===== src/rtl/irpd_pkg.sv =====
package irpd_pkg;

    typedef enum logic [2:0] {
        ST_IDLE       = 3'd0,
        ST_LEAD_MARK  = 3'd1,
        ST_LEAD_SPACE = 3'd2,
        ST_BIT_MARK   = 3'd3,
        ST_BIT_SPACE  = 3'd4,
        ST_TAIL_MARK  = 3'd5
    } irpd_state_t;

    function automatic logic irpd_is_mark(irpd_state_t s);
        return (s == ST_LEAD_MARK) || (s == ST_BIT_MARK) || (s == ST_TAIL_MARK);
    endfunction

endpackage


===== src/rtl/irpd_tick.sv =====
module irpd_tick #(
    parameter int TICK_DIV = 6000
) (
    input  logic clk,
    input  logic rst_n,
    input  logic restart,
    output logic tick
);
    localparam int CNT_W = (TICK_DIV > 1) ? $clog2(TICK_DIV) : 1;
    localparam logic [CNT_W-1:0] LAST = CNT_W'(TICK_DIV - 1);

    logic [CNT_W-1:0] cnt;

    always_ff @(posedge clk or negedge rst_n) begin
        if (!rst_n) begin
            cnt <= '0;
        end else if (restart || cnt == LAST) begin
            cnt <= '0;
        end else begin
            cnt <= cnt + CNT_W'(1);
        end
    end

    assign tick = (cnt == LAST);
endmodule


===== src/rtl/irpd_frame.sv =====
module irpd_frame #(
    parameter int FIELD_W = 8,
    parameter int IDX_W   = 5
) (
    input  logic               clk,
    input  logic               rst_n,
    input  logic               load,
    input  logic [FIELD_W-1:0] addr,
    input  logic [FIELD_W-1:0] cmd,
    input  logic [IDX_W-1:0]   bit_idx,
    output logic               bit_val
);
    localparam int WORD_W = 4 * FIELD_W;

    logic [WORD_W-1:0] word;

    always_ff @(posedge clk or negedge rst_n) begin
        if (!rst_n) begin
            word <= '0;
        end else if (load) begin
            word <= {~cmd, cmd, ~addr, addr};
        end
    end

    assign bit_val = word[bit_idx];
endmodule


===== src/rtl/irpd_seq.sv =====
module irpd_seq
    import irpd_pkg::*;
#(
    parameter int LEAD_MARK_TICKS  = 36,
    parameter int LEAD_SPACE_TICKS = 36,
    parameter int BIT_MARK_TICKS   = 5,
    parameter int ZERO_SPACE_TICKS = 5,
    parameter int ONE_SPACE_TICKS  = 13,
    parameter int NBITS            = 32,
    parameter int IDX_W            = 5,
    parameter int SEG_W            = 6
) (
    input  logic             clk,
    input  logic             rst_n,
    input  logic             start,
    input  logic             tick,
    input  logic             bit_val,
    output irpd_state_t      state,
    output logic [IDX_W-1:0] bit_idx,
    output logic             accept,
    output logic             done
);
    irpd_state_t      nxt;
    logic [SEG_W-1:0] seg;
    logic [SEG_W-1:0] seg_len;
    logic             seg_last;
    logic             idx_last;

    always_comb begin
        unique case (state)
            ST_LEAD_MARK:  seg_len = SEG_W'(LEAD_MARK_TICKS);
            ST_LEAD_SPACE: seg_len = SEG_W'(LEAD_SPACE_TICKS);
            ST_BIT_MARK:   seg_len = SEG_W'(BIT_MARK_TICKS);
            ST_BIT_SPACE:  seg_len = bit_val ? SEG_W'(ONE_SPACE_TICKS) : SEG_W'(ZERO_SPACE_TICKS);
            ST_TAIL_MARK:  seg_len = SEG_W'(BIT_MARK_TICKS);
            default:       seg_len = SEG_W'(1);
        endcase
    end

    assign seg_last = tick && (seg == seg_len - SEG_W'(1));
    assign idx_last = (bit_idx == IDX_W'(NBITS - 1));
    assign accept   = (state == ST_IDLE) && start;

    always_comb begin
        nxt = state;
        unique case (state)
            ST_IDLE:       if (start)    nxt = ST_LEAD_MARK;
            ST_LEAD_MARK:  if (seg_last) nxt = ST_LEAD_SPACE;
            ST_LEAD_SPACE: if (seg_last) nxt = ST_BIT_MARK;
            ST_BIT_MARK:   if (seg_last) nxt = ST_BIT_SPACE;
            ST_BIT_SPACE:  if (seg_last) nxt = idx_last ? ST_TAIL_MARK : ST_BIT_MARK;
            ST_TAIL_MARK:  if (seg_last) nxt = ST_IDLE;
            default:                     nxt = ST_IDLE;
        endcase
    end

    // state register with its segment and bit counters
    always_ff @(posedge clk or negedge rst_n) begin
        if (!rst_n) begin
            state   <= ST_IDLE;
            seg     <= '0;
            bit_idx <= '0;
        end else begin
            state <= nxt;
            if (nxt != state) begin
                seg <= '0;
            end else if (tick && state != ST_IDLE) begin
                seg <= seg + SEG_W'(1);
            end
            if (accept) begin
                bit_idx <= '0;
            end else if (state == ST_BIT_SPACE && seg_last && !idx_last) begin
                bit_idx <= bit_idx + IDX_W'(1);
            end
        end
    end

    // registered outputs
    always_ff @(posedge clk or negedge rst_n) begin
        if (!rst_n) begin
            done <= 1'b0;
        end else begin
            done <= (state == ST_TAIL_MARK) && seg_last;
        end
    end
endmodule


===== src/rtl/irpd_tx.sv =====
module irpd_tx
    import irpd_pkg::*;
#(
    parameter int TICK_DIV         = 6000,
    parameter int FIELD_W          = 8,
    parameter int LEAD_MARK_TICKS  = 36,
    parameter int LEAD_SPACE_TICKS = 36,
    parameter int BIT_MARK_TICKS   = 5,
    parameter int ZERO_SPACE_TICKS = 5,
    parameter int ONE_SPACE_TICKS  = 13,
    parameter bit ACTIVE_LOW       = 1'b0
) (
    input  logic               clk,
    input  logic               rst_n,
    input  logic               start,
    input  logic [FIELD_W-1:0] addr,
    input  logic [FIELD_W-1:0] cmd,
    output logic               busy,
    output logic               done,
    output logic               ir_out
);
    localparam int NBITS = 4 * FIELD_W;
    localparam int IDX_W = $clog2(NBITS);
    localparam int MAX_A = (LEAD_MARK_TICKS > LEAD_SPACE_TICKS) ? LEAD_MARK_TICKS : LEAD_SPACE_TICKS;
    localparam int MAX_B = (BIT_MARK_TICKS > ZERO_SPACE_TICKS) ? BIT_MARK_TICKS : ZERO_SPACE_TICKS;
    localparam int MAX_C = (MAX_B > ONE_SPACE_TICKS) ? MAX_B : ONE_SPACE_TICKS;
    localparam int MAX_T = (MAX_A > MAX_C) ? MAX_A : MAX_C;
    localparam int SEG_W = $clog2(MAX_T + 1);

    irpd_state_t      state;
    logic             tick;
    logic             accept;
    logic             bit_val;
    logic [IDX_W-1:0] bit_idx;
    logic             mark;

    irpd_tick #(.TICK_DIV(TICK_DIV)) u_tick (
        .clk     (clk),
        .rst_n   (rst_n),
        .restart (accept),
        .tick    (tick)
    );

    irpd_frame #(.FIELD_W(FIELD_W), .IDX_W(IDX_W)) u_frame (
        .clk     (clk),
        .rst_n   (rst_n),
        .load    (accept),
        .addr    (addr),
        .cmd     (cmd),
        .bit_idx (bit_idx),
        .bit_val (bit_val)
    );

    irpd_seq #(
        .LEAD_MARK_TICKS  (LEAD_MARK_TICKS),
        .LEAD_SPACE_TICKS (LEAD_SPACE_TICKS),
        .BIT_MARK_TICKS   (BIT_MARK_TICKS),
        .ZERO_SPACE_TICKS (ZERO_SPACE_TICKS),
        .ONE_SPACE_TICKS  (ONE_SPACE_TICKS),
        .NBITS            (NBITS),
        .IDX_W            (IDX_W),
        .SEG_W            (SEG_W)
    ) u_seq (
        .clk     (clk),
        .rst_n   (rst_n),
        .start   (start),
        .tick    (tick),
        .bit_val (bit_val),
        .state   (state),
        .bit_idx (bit_idx),
        .accept  (accept),
        .done    (done)
    );

    assign mark = irpd_is_mark(state);
    assign busy = (state != ST_IDLE);

    generate
        if (ACTIVE_LOW) begin : g_drive_low
            assign ir_out = ~mark;
        end else begin : g_drive_high
            assign ir_out = mark;
        end
    endgenerate
endmodule


===== config.mk =====
export PLATFORM = sky130hd
export DESIGN_NAME = irpd_tx
export DESIGN_NICKNAME = d
export VERILOG_FILES = /design/src/rtl/irpd_pkg.sv /design/src/rtl/irpd_tick.sv /design/src/rtl/irpd_frame.sv /design/src/rtl/irpd_seq.sv /design/src/rtl/irpd_tx.sv
export SDC_FILE = /design/constraint.sdc
export NUM_CORES = 1
export LEC_CHECK = 0
export BUFFER_PORTS_ARGS = -buffer_cell sky130_fd_sc_hd__clkbuf_2
export CAP_MARGIN = 30
export CORE_MARGIN = 3
export CORE_UTILIZATION = 30
export CTS_CLUSTER_SIZE = 12
export DETAILED_ROUTE_END_ITERATION = 10
export PLACE_DENSITY_LB_ADDON = 0.3
export RECOVER_POWER = 25
export SLEW_MARGIN = 30
export SYNTH_ARGS = -nofsm -noshare
export SYNTH_HDL_FRONTEND = slang
export SYNTH_HIERARCHICAL = 1
export SYNTH_SLANG_ARGS = --single-unit

===== constraint.sdc =====
create_clock -name clk -period 2.6 [get_ports clk]
set_input_delay 0.13 -clock clk [delete_from_list [all_inputs] [get_ports clk]]
set_output_delay 0.13 -clock clk [all_outputs]
set_load 0.02 [all_outputs]

==> impl_metrics.json <==
{
  "cts_buffers": 9,
  "grt_pass1_vias": 2334,
  "ys_types": 52,
  "antenna_found_initial": 0,
  "crit_path_start_kind": "flop",
  "gp_congestion": 0.7670,
  "dieArea_sq_mm": 0.01183,
  "hpwlAfterDp_mm": 4.167,
  "design.core.area_sq_mm": 0.01000,
  "path_class": "flop to flop",
  "crit_family": "compound AO/OA/AOI/OAI gates",
  "wire_per_inst_microns": 13.44,
  "cp.required_ns": 2.87,
  "outcome": "finished, violations left",
  "violations": "capacitance limit, setup timing",
  "synth.avg_cell_area_sq_um": 10.89,
  "syn-instance-count": 291,
  "htree_levels": 3,
  "cp_data_arrival_time_ns": 2.96,
  "drc_errors": 0,
  "rsz0062_at_grt": "true",
  "clk_latency_ns": 0.33,
  "track_usage": 0.1195,
  "ys_seq_elements": 60,
  "yosys_most_used_dff": "dfrtp_1",
  "cts_root_buf": "clkbuf_8",
  "max_cap_violations": 1,
  "synth_area_sq_mm": 0.003168,
  "post-route-period-util": 1.034,
  "cp.depth": 11,
  "leakage_uw": 0.001692,
  "post-synth-top-area-fraction": 0.4739,
  "cp_num_buf_inv": 1,
  "clockBufferDepth": 2,
  "die_w_microns": 108.8,
  "ir_drop_mv": 0.1980,
  "postSynth.asyncResetShare": 1.000,
  "ios": 22,
  "synth_commonest_cells": "60 x dfrtp_1, 32 x mux2i_1, 23 x a21oi_1, 22 x inv_1, 18 x nand2_1",
  "hold_viol": 0,
  "fin_skew_ns": 0.008536,
  "nNetsFinal": 370,
  "hold_ws_ns": 0.2685,
  "powerDensity_mw_per_mm2": 562.7,
  "start_util": 0.3168,
  "rows": 36,
  "dr.max_layer_used": "met4",
  "yosysMostFrequentCell": "dfrtp_1",
  "grt_start_max_net_pins": 61,
  "yosysWarnings": 6,
  "num_vias": 2342,
  "cp_slowest_stage_delay_ns": 0.54,
  "grt_pass1_wl_mm": 11.21,
  "clk_pin_slew_worst_paths_ns": 0.07,
  "avgViaCountPerCell": 4.829,
  "cp_cell_sequence": "buf_12 -> mux2i_1 -> a22oi_1 -> nand4b_1 -> a21oi_1 -> a311o_1 -> nor2b_4 -> o221ai_2 -> a21oi_4 -> o41ai_1 -> a211o_1",
  "syn_nets": 314,
  "setup_viol": 4,
  "cts_tree": "yes",
  "max_freq_mhz": 372.0,
  "io_buffers": 21,
  "synth_area_leaders": "dfrtp_1 47%, mux2i_1 10%, mux2_2 5.7%",
  "ant_nets": 0,
  "crit_fanout": 7,
  "drtIter0Drc": 88,
  "slowest_stage": "o41ai_1",
  "hold_depth": 3,
  "cts_sinks": 60,
  "fin_crit_ns": 2.688,
  "wl_met2_mm": 3.062,
  "yosysTopAreaCell": "dfrtp_1",
  "grt_overflow": 0,
  "tightestPinTransition_ns": 1.485,
  "wl_met3_microns": 142,
  "report.final.slew_viol_count": 0,
  "syn_to_final_growth_pct": 25.71,
  "relSlewSlack": 0.009993,
  "setup_tns_ns": -0.1637,
  "ys_seq_area_frac": 0.4739,
  "worst_slack_ns": -0.08842,
  "worstSetupEndpointType": "flop",
  "firstDrtPassIters": 4,
  "die_h_microns": 108.8,
  "r2r_cells": 11,
  "antenna_cells": 0,
  "wl_met1_mm": 3.208,
  "drt_wl_total_mm": 6.516,
  "drive_above_1_share": 0.2614,
  "hold_path_class": "input port to flop",
  "n_fill_cell": 1000,
  "synth-edff-count": 0
}
## worst reg2reg max path, cell delays in order (launching register included)
cell,delay [ns]
dfrtp_2,0.43
buf_12,0.15
mux2i_1,0.22
a22oi_1,0.11
nand4b_1,0.10
a21oi_1,0.05
a311o_1,0.36
nor2b_4,0.14
o221ai_2,0.23
a21oi_4,0.13
o41ai_1,0.54
a211o_1,0.17
## per-stage QoR
stage | area, sq um | total power (uW) | utilization | cells | worst slack [ns]
after global routing | 3983 | 2375 | 0.3983 | 485 | -0.1705
after floorplan | 3168 | 1330 | - | 291 | 0.1860
final | 3983 | 2241 | 0.3983 | 485 | -0.08842
after detailed placement | 3460 | 1438 | 0.3460 | 446 | -0.1080
after CTS | 3871 | 2256 | 0.3871 | 483 | 0.003868
after global placement | 3460 | 1426 | 0.3460 | 446 | 0.009561
## cells in the final DEF (no fill, tap or decap), types with 3 or more instances in the layout
cell type and instances:
o21ai_0 4, inv_1 22, dlygate4sd3_1 17, or4_1 4, buf_4 14, nor2_1 12, mux2i_1 29, a22oi_1 4
xor2_1 5, nand4_1 4, or3_1 5, clkbuf_8 12, nand2_1 18, dfrtp_1 59, ha_1 4, clkbuf_2 21
nand3_1 10, nand2b_1 6, a21oi_1 22, nor2b_1 3, o31ai_1 5, xnor2_1 4, mux2_2 16, clkinv_2 3
## metal layers
layer,up-vias,GRT usage
met1,1152,0.1627
met4,0,0.05681
met2,20,0.1823
met5,-,0
met3,9,0.02368
li1,1161,-
## report_power, final
group | total (uW) | switching [uW] | internal [uW]
Clock | 784 | 365 | 419
Combinational | 315 | 155 | 160
Sequential | 1140 | 93.4 | 1050
Total | 2240 | 613 | 1630
## timing repair
action                                 CTS  global route
resized for setup                        4            16
cloned                                   0             1
endpoints found under the hold margin   76             0
pin swaps                                2            10
setup buffers                            4             2
setup endpoints to repair               11            15
hold buffers                            17             0
## state kept, by name, indices dropped and copies added (netlist names)
signal / cells
u_seq/bit_idx: 5
u_seq/seg: 6
u_seq/done: 1
u_frame/word: 32
u_seq/state: 3
u_tick/cnt: 13
## cell families (layout without fill, tap and decap cells)
kind of cell	after synthesis	in the layout	share of synthesized area
flip-flops	60	60	0.4739
AO/OA/AOI/OAI	55	55	0.1256
adder cells (fa/ha/maj)	4	4	0.01580
buffers and inverters	33	94	0.05608
XOR/XNOR	9	9	0.02488
AND/OR/NAND/NOR	82	82	0.1457
multiplexers	48	48	0.1580
## path summary, 6_finish.rpt
kind | from | end | slack, ns
max | u_seq/bit_idx[1]$_DFFE_PN0P_ | u_seq/state[1]$_DFF_PN0_ | -0.09
min | start | u_seq/bit_idx[2]$_DFFE_PN0P_ | 0.27
max reg2reg | u_seq/bit_idx[1]$_DFFE_PN0P_ | u_seq/state[1]$_DFF_PN0_ | -0.09
min reg2reg | u_tick/cnt[0]$_DFF_PN0_ | u_tick/cnt[0]$_DFF_PN0_ | 0.49
max in group asynchronous | rst_n | u_seq/bit_idx[1]$_DFFE_PN0P_ | 0.83
min in group asynchronous | rst_n | u_frame/word[13]$_DFFE_PN0P_ | 0.78
## layout make-up
type | count | area [sq um] | area share
repair buffers | 56 | 449.2 | 0.1128
well taps | 133 | 166.4 | 0.04178
clock buffers | 12 | 165.2 | 0.04147
clock inverters | 4 | 22.52 | 0.005655
multi-input cells | 198 | 1594 | 0.4003
inverters | 22 | 82.58 | 0.02074
flip-flops and latches | 60 | 1503 | 0.3773
(Power assumes the default switching activity.)
